`src/rtl/bcd_calendar.sv`:
```
module bcd_calendar (
  input  logic       clk,
  input  logic       rst_n,
  input  logic       tick,
  input  logic       wr_en,
  input  logic [2:0] wr_addr,
  input  logic [7:0] wr_data,
  output logic [7:0] seconds,
  output logic [7:0] minutes,
  output logic [7:0] hours,
  output logic [7:0] weekday,
  output logic [7:0] date,
  output logic [7:0] month,
  output logic [7:0] year,
  output logic       subsec_clr
);

  function automatic logic [7:0] bcd_inc(input logic [7:0] v);
    return (v[3:0] == 4'd9) ? {v[7:4] + 4'd1, 4'd0} : {v[7:4], v[3:0] + 4'd1};
  endfunction

  logic       sec_top, min_top, mode12, day_end, leap;
  logic       date_end, mon_end, yr_end;
  logic       roll_min, roll_hr, roll_day, roll_mon, roll_yr;
  logic [4:0] hr12_u, mon_u, lp_sum;
  logic [5:0] hr24_u;
  logic [7:0] hr_next, last_day;

  assign sec_top = seconds >= 8'h59;
  assign min_top = minutes >= 8'h59;
  assign mode12  = hours[6];

  assign hr12_u = (hours[3:0] == 4'd9) ? 5'h10 : {hours[4], hours[3:0] + 4'd1};
  assign hr24_u = (hours[3:0] == 4'd9) ? {hours[5:4] + 2'd1, 4'd0}
                                       : {hours[5:4], hours[3:0] + 4'd1};
  assign day_end = mode12 ? (hours[5] && hours[4:0] == 5'h11) : (hours[5:0] >= 6'h23);

  always_comb begin
    if (mode12) begin
      if (hours[4:0] == 5'h12)      hr_next = {hours[7], 1'b1, hours[5], 5'h01};
      else if (hours[4:0] == 5'h11) hr_next = {hours[7], 1'b1, ~hours[5], 5'h12};
      else                          hr_next = {hours[7], 1'b1, hours[5], hr12_u};
    end else begin
      hr_next = day_end ? 8'h00 : {2'b00, hr24_u};
    end
  end

  assign lp_sum = {year[7:4], 1'b0} + {1'b0, year[3:0]};
  assign leap   = lp_sum[1:0] == 2'd0;

  always_comb begin
    case (month[4:0])
      5'h02:                      last_day = leap ? 8'h29 : 8'h28;
      5'h04, 5'h06, 5'h09, 5'h11: last_day = 8'h30;
      default:                    last_day = 8'h31;
    endcase
  end

  assign mon_u    = (month[3:0] == 4'd9) ? 5'h10 : {month[4], month[3:0] + 4'd1};
  assign date_end = date >= last_day;
  assign mon_end  = month[4:0] >= 5'h12;
  assign yr_end   = year >= 8'h99;

  assign roll_min = tick & sec_top;
  assign roll_hr  = roll_min & min_top;
  assign roll_day = roll_hr & day_end;
  assign roll_mon = roll_day & date_end;
  assign roll_yr  = roll_mon & mon_end;

  always_ff @(posedge clk or negedge rst_n) begin
    if (!rst_n) begin
      seconds    <= 8'h00;
      minutes    <= 8'h00;
      hours      <= 8'h00;
      weekday    <= 8'h01;
      date       <= 8'h01;
      month      <= 8'h01;
      year       <= 8'h00;
      subsec_clr <= 1'b0;
    end else begin
      subsec_clr <= wr_en;
      if (wr_en) begin
        case (wr_addr)
          3'd0: seconds <= {1'b0, wr_data[6:0]};
          3'd1: minutes <= {1'b0, wr_data[6:0]};
          3'd2: hours   <= {1'b0, wr_data[6:0]};
          3'd3: weekday <= {5'b0, wr_data[2:0]};
          3'd4: date    <= {2'b0, wr_data[5:0]};
          3'd5: month   <= {wr_data[7], 2'b0, wr_data[4:0]};
          3'd6: year    <= wr_data;
          default: ;
        endcase
      end else if (tick) begin
        seconds <= sec_top ? 8'h00 : bcd_inc(seconds);
        if (roll_min) minutes <= min_top ? 8'h00 : bcd_inc(minutes);
        if (roll_hr)  hours   <= hr_next;
        if (roll_day) begin
          weekday <= (weekday >= 8'd7) ? 8'd1 : weekday + 8'd1;
          date    <= date_end ? 8'h01 : bcd_inc(date);
        end
        if (roll_mon)
          month <= {month[7] ^ (mon_end & yr_end), month[6:5], mon_end ? 5'h01 : mon_u};
        if (roll_yr)  year <= yr_end ? 8'h00 : bcd_inc(year);
      end
    end
  end

endmodule

```
`config.mk`:
```
export PLATFORM = sky130hd
export DESIGN_NAME = bcd_calendar
export DESIGN_NICKNAME = d
export VERILOG_FILES = /design/src/rtl/bcd_calendar.sv
export SDC_FILE = /design/constraint.sdc
export NUM_CORES = 1
export LEC_CHECK = 0
export BUFFER_PORTS_ARGS = -buffer_cell sky130_fd_sc_hd__buf_4
export CAP_MARGIN = 20
export CELL_PAD_IN_SITES_DETAIL_PLACEMENT = 1
export CELL_PAD_IN_SITES_GLOBAL_PLACEMENT = 1
export CORE_MARGIN = 3
export CORE_UTILIZATION = 40
export CTS_CLUSTER_DIAMETER = 200
export CTS_CLUSTER_SIZE = 12
export DETAILED_ROUTE_END_ITERATION = 12
export PLACE_DENSITY_LB_ADDON = 0.12
export RECOVER_POWER = 50
export SYNTH_ARGS = -nofsm -noshare
export SYNTH_HDL_FRONTEND = slang
export SYNTH_SLANG_ARGS = --single-unit
```
`constraint.sdc`:
```
create_clock -name clk -period 3.3 [get_ports clk]
set_input_delay 0 -clock clk [delete_from_list [all_inputs] [get_ports clk]]
set_output_delay 0 -clock clk [all_outputs]
set_load 0.01 [all_outputs]
```
Word level (Yosys, flattened, before mapping). Cells that the tools add are included.

Bits of input ports: 15. Bits in latches: 0. Memory bits (read-only): 0. Bits in registers: 57. Word-level logic and storage cells: 154. Memories kept: 0. Bits in writable memories: 0.

Bitwise operators: 8. $mul: 0. Divide/modulo/power cells: 0. Add/subtract/negate cells: 13. Shift operators: 0. $lt $le $gt $ge: 7. Mux-type cells: 47. Reduce and logical (&&, ||, !) cells: 32. Eq/ne operators: 30.

Operators with widths (count): $mux W8 (37); $add A4 B1 Y4 const B (10); $eq A4 B4 Y1 const B (6); $mux W6 (4); $reduce_and A3 Y1 (7); $reduce_and A4 Y1 (5); $ge A8 B7 Y1 const B (2); $eq A5 B5 Y1 const B (3); $mux W5 (3); $reduce_bool A3 Y1 (5); $ne A2 B1 Y1 const B (7); $reduce_bool A2 Y1 (6); $eq A5 B3 Y1 const B (2); $pmux W5 S2 (1); $eq A3 B3 Y1 const B (3); $add A8 B1 Y8 const B (1); $ge A8 B3 Y1 const B (1); $ge A8 B8 Y1 (1); $ge A8 B8 Y1 const B (1); $and A1 B1 Y1 (6); $eq A3 B2 Y1 const B (2); $ge A6 B6 Y1 const B (1); $reduce_and A6 Y1 (1); $eq A5 B2 Y1 const B (1); other kinds (19) (21).

Depth between registers and ports, before layout.
Word-level depth: 10. Depth in mapped cells: 11. Depth with buffers taken out: 10.

Least setup slack after synthesis. Ideal clock, no wire load.

Path type: register to register. Start point: register month[0]. End point: register year[4]. Arrival time: 2.839 ns. Clock period less this slack: 2.964 ns. Stages on the path, launching flop included: 11. Setup slack: 0.336 ns. Library setup time: 0.125 ns. Path buffers: 2. Data required time: 3.175 ns. Path through: dfstp_2 > clkbuf_1 > nor3b_1 > a21oi_1 > ha_1 > or4b_1 > and4_1 > nor2_1 > buf_2 > nor4_2 > mux2_4.

Cells in the longest elaborated chain, start to end: 8. Elaborated cells on any way between the ends: 13.

Ends and longest elaborated chain: start: declaration (line 13) `output logic [7:0] month,`; start signal: assignment (line 89) `3'd5: month <= {wr_data[7], 2'b0, wr_data[4:0]};`; start signal: assignment (line 102) `month <= {month[7] ^ (mon_end & yr_end), month[6:5], mon_end ? 5'h01 : mon_u};`; $eq A5 B3 Y1 (tied with other cells) (line 52) `case (month[4:0])`; $reduce_or A4 Y1 (line 52); $pmux W5 S2 (line 52); $ge A8 B8 Y1 (line 60) `assign date_end = date >= last_day;`; $and A1 B1 Y1 (line 67) `assign roll_mon = roll_day & date_end;`; $and A1 B1 Y1 * (line 68) `assign roll_yr = roll_mon & mon_end;`; $reduce_bool A2 Y1 (no source line) *; $reduce_and A4 Y1 (no source line) *; end signal: assignment (line 90) `3'd6: year <= wr_data;`; end signal: assignment (line 103) `if (roll_yr) year <= yr_end ? 8'h00 : bcd_inc(year);`; end: declaration (line 14) `output logic [7:0] year,`.

Every way passes the cells marked *; elsewhere a longest branch is shown, timed or not. A chain may end at the register's enable or synchronous reset.

Final worst setup path. Ends and elaborated chain as after synthesis.

==> results.md <==
* Ant. Diodes at 0
* Worst path bufs/invs at 1
* RSZ-0062 raised after global routing: false
* Max-slew headroom at under 10%
* CP Launch Type: register
* # resized after CTS at 0
* Pwr/cell area at about 800 nW/um^2
* CTS tree: done
* Cts hold-fix bufs at 3
* Crit-path slowest cell: dfstp_2
* Sequential power share at a little under two fifths
* Clock Skew at approximately 0.014 ns
* Slew @ Worst Pin at 1.393 ns
* Pint at approximately 0.0018 W
* Mapped Area at between 3000 and 4000 um^2
* Clk sink count at between 50 and 60
* Post-route core utilization at between 40% and 50%
* FF+latch count, synth at 54
* Delay-heaviest family, CP: simple AND/OR/NAND/NOR gates
* Die ar. at approximately 10000 um^2
* Slowest cell delay on critical path at 0.63 ns
* Post-CTS Setup Inserts at 0
* Setup crit end kind: register
* Worst Setup Path Type: register to register
* Top Ports at between 70 and 80
* Routed WL at roughly 12 mm
* WP data arrival at 3.17 ns
* Synth Warn # at 0
* Htree depth at 2
* EDFF count, synth at 0
* Hold path cells at 3
* GPL Wtd Cong at around 0.86
* Area contributors post-synth: dfrtp_1, ha_1, a21oi_1
* Routed WL per cell at 20.15 um
* Largest net degree at the start of global routing at 55
* Drt pass-1 iters at 4
* Reg-to-reg critical path endpoint: year[4]
* Setup slack, reg-to-reg at 0.34 ns
* Clk network pwr share at a little over an eighth
* Drt drc at 0
* Cell taking the most area after synthesis: dfrtp_1
* Place WS at 0.3713 ns
* Post-synthesis cell count at 400
* Cell breakdown of the critical path: nor3b_1 > a21oi_1 > ha_1 > or4b_1 > and4_1 > nor2_1 > buf_4 > nor4_2 > mux2_4
* Cts bufs inserted at 5
* Status: finished clean
* Final setup margin at ~0.34 ns
* Fin. Hold Viols at 0
* Die width at about 100 um
* Synth Flop Type: dfrtp_1
* Clk_lat worst skew at ~0.32 ns
* Number of global-route vias before repair at ~3600
* Max-cap violations at 0
* Top cell type's share of synthesized area at 35.26%
* Antenna violations before repair at 0
* # setup viols final at 0
* Via/cell ratio at 6.054
* Ys async rst share at 100.0%
* Total track usage at 23.38%
* Count of buffers inserted at the top-level ports at slightly below 70
* 1st-iter DRT viols at around 150
* Reg2reg path depth at 9
* Via count at between 3000 and 4000
* Crit Path Max Fanout at 10
* Dpl cells at roughly 570
* Layout net count at between 400 and 500
* Root buf cell: clkbuf_8
* First-pass GRT wire length at around 19 mm
* FP Rows at 34
* Leakage at between 1.5 and 2 nW
* Non-Filler Instances at 577
* Seq/Total Area, Yosys at a little under two fifths
* Core area at 8763 um^2
* Remaining global-route overflow at 0
* CP startpoint: month[0]
* Fraction of layout cells with a size suffix above 1 at 18.34%
* Tightest Hold Check Type: input pin to register
* Worst-case clock buffer depth at 2
* Pins Over Slew Limit at 0
* Post-DP HPWL at about 8.6 mm
* Switch Pwr at around 0.0015 W
* Net Sw Frac at 45.23%
* Synth unique cells at 80
* Required @ worst endpoint at roughly 3.5 ns
* Antenna-violating nets left at 0
* HP Start: wr_data[0]
* Die Height at between 100 and 150 um
* Fillers at 1046
* Register clock-pin slew on the reported worst setup and hold paths at between 0.1 and 0.15 ns
* Reg-to-Reg Start: month[0]
* Post-synthesis area per instance at just over 9 um^2
* Logic pwr share at between 40% and 50%
* Initial core utilization at a little over 40%
* Area growth syn-to-layout at 17.63%
* Fmax at ~0.34 GHz
* Setup TNS at 0 ns
* Max VDD drop at approximately 0.00026 V
* Crit share post-route at 89.84%
* Final Critical Period at 2.965 ns
* Endpoint, Worst Hold: seconds[0]
[layout make-up]
type                            instances  area (um^2)  share of cell area, %
Tap cell                              108        135.1                  3.174
Timing Repair Buffer                   80        508.0                  11.93
Inverter                               28        105.1                  2.468
Clock inverter                          2        37.54                 0.8816
Sequential cell                        54         1355                  31.82
Clock buffer                            6        72.57                  1.704
Multi-Input combinational cell        299         2044                  48.02
[worst min-delay path, delay by kind of cell]
kind,cells,cell delay (ns)
buffers and inverters,1,0.11
AOI/OAI and AO/OA,2,0.20
[cell usage after synthesis, types with 3 or more instances]
| cell type | n |
|---|---|
| o31ai_1 | 4 |
| dfrtp_1 | 51 |
| nor4_1 | 6 |
| nand2_1 | 22 |
| nand3_1 | 18 |
| o22ai_1 | 12 |
| and2_1 | 8 |
| o21ai_1 | 3 |
| o32a_1 | 5 |
| clkbuf_1 | 8 |
| a2bb2oi_1 | 4 |
| mux2_2 | 5 |
| a211oi_1 | 4 |
| dfstp_2 | 3 |
| nor3_1 | 13 |
| nor2b_1 | 4 |
| or3_1 | 5 |
| o2bb2ai_1 | 3 |
| a31oi_1 | 10 |
| buf_4 | 4 |
| nand4_1 | 3 |
| buf_6 | 3 |
| o31a_1 | 9 |
| buf_2 | 4 |
| inv_1 | 28 |
| a21oi_1 | 28 |
| ha_1 | 15 |
| o21ai_0 | 27 |
| nor2_1 | 22 |
| or2_2 | 5 |
[routing by layer]
layer	GRT usage [%]	part of all wire, %
met3	3.391	5.0
met5	0	0
met4	5.624	1.4
met1	31.80	45
met2	39.24	49
[worst max-delay path by stage]
stage	slack, ns	cells after the start	to
after detailed placement	0.37	9	year[4]
final	0.34	9	year[4]
after CTS	0.35	9	year[4]
after global routing	0.12	8	month[0]
after global placement	0.46	9	year[4]
after floorplan	0.34	10	year[4]
[layout by cell type (no fill, tap or decap), types with 6 or more instances in the layout]
master | netlist | layout
nor3_1 | 13 | 13
a31oi_1 | 10 | 10
o21ai_0 | 27 | 27
nor4_1 | 6 | 6
nor2_1 | 22 | 22
o31a_1 | 9 | 9
clkbuf_1 | 8 | 27
nand2_1 | 22 | 22
ha_1 | 15 | 15
dfrtp_1 | 51 | 51
nand3_1 | 18 | 18
a21oi_1 | 28 | 28
buf_4 | 4 | 50
o22ai_1 | 12 | 12
inv_1 | 28 | 28
and2_1 | 8 | 8
[power by group through the flow]
stage / sequential (W) / clock [W] / combinational (W)
finish: 0.00129 / 0.000460 / 0.00162
global route: 0.00134 / 0.000495 / 0.00182
CTS: 0.00129 / 0.000471 / 0.00170
detailed placement: 0.00130 / 0 / 0.00169
global placement: 0.00129 / 0 / 0.00162
floorplan: 0.00129 / 0 / 0.000916
[state kept, by name, summed over array words and instances (netlist names)]
register and cells:
date 8, hours 7, minutes 8, month 6
seconds 8, subsec_clr 1, weekday 8, year 8
[through the flow]
stage	cell area [um^2]	hold WS (ns)	total power (W)
2_1_floorplan	3627	-0.2956	0.002207
3_3_place_gp	4218	0.1109	0.002911
3_5_place_dp	4218	0.1023	0.002992
4_1_cts	4358	0.01943	0.003466
5_1_grt	4258	0.03918	0.003657
6_report	4258	0.02057	0.003374
[kinds of logic (layout without fill, tap and decap cells)]
family / Yosys count / in the layout / synth area share [%]
buf+inv: 49 / 116 / 6.291
simple gates: 129 / 129 / 19.67
flops: 54 / 54 / 37.44
compound gates: 139 / 139 / 27.45
other cells: 1 / 3 / 0.1036
fa+ha+maj: 15 / 15 / 5.185
mux: 10 / 10 / 3.145
xor+xnor: 3 / 3 / 0.7260
No activity file was read; power rests on OpenSTA's default activity.
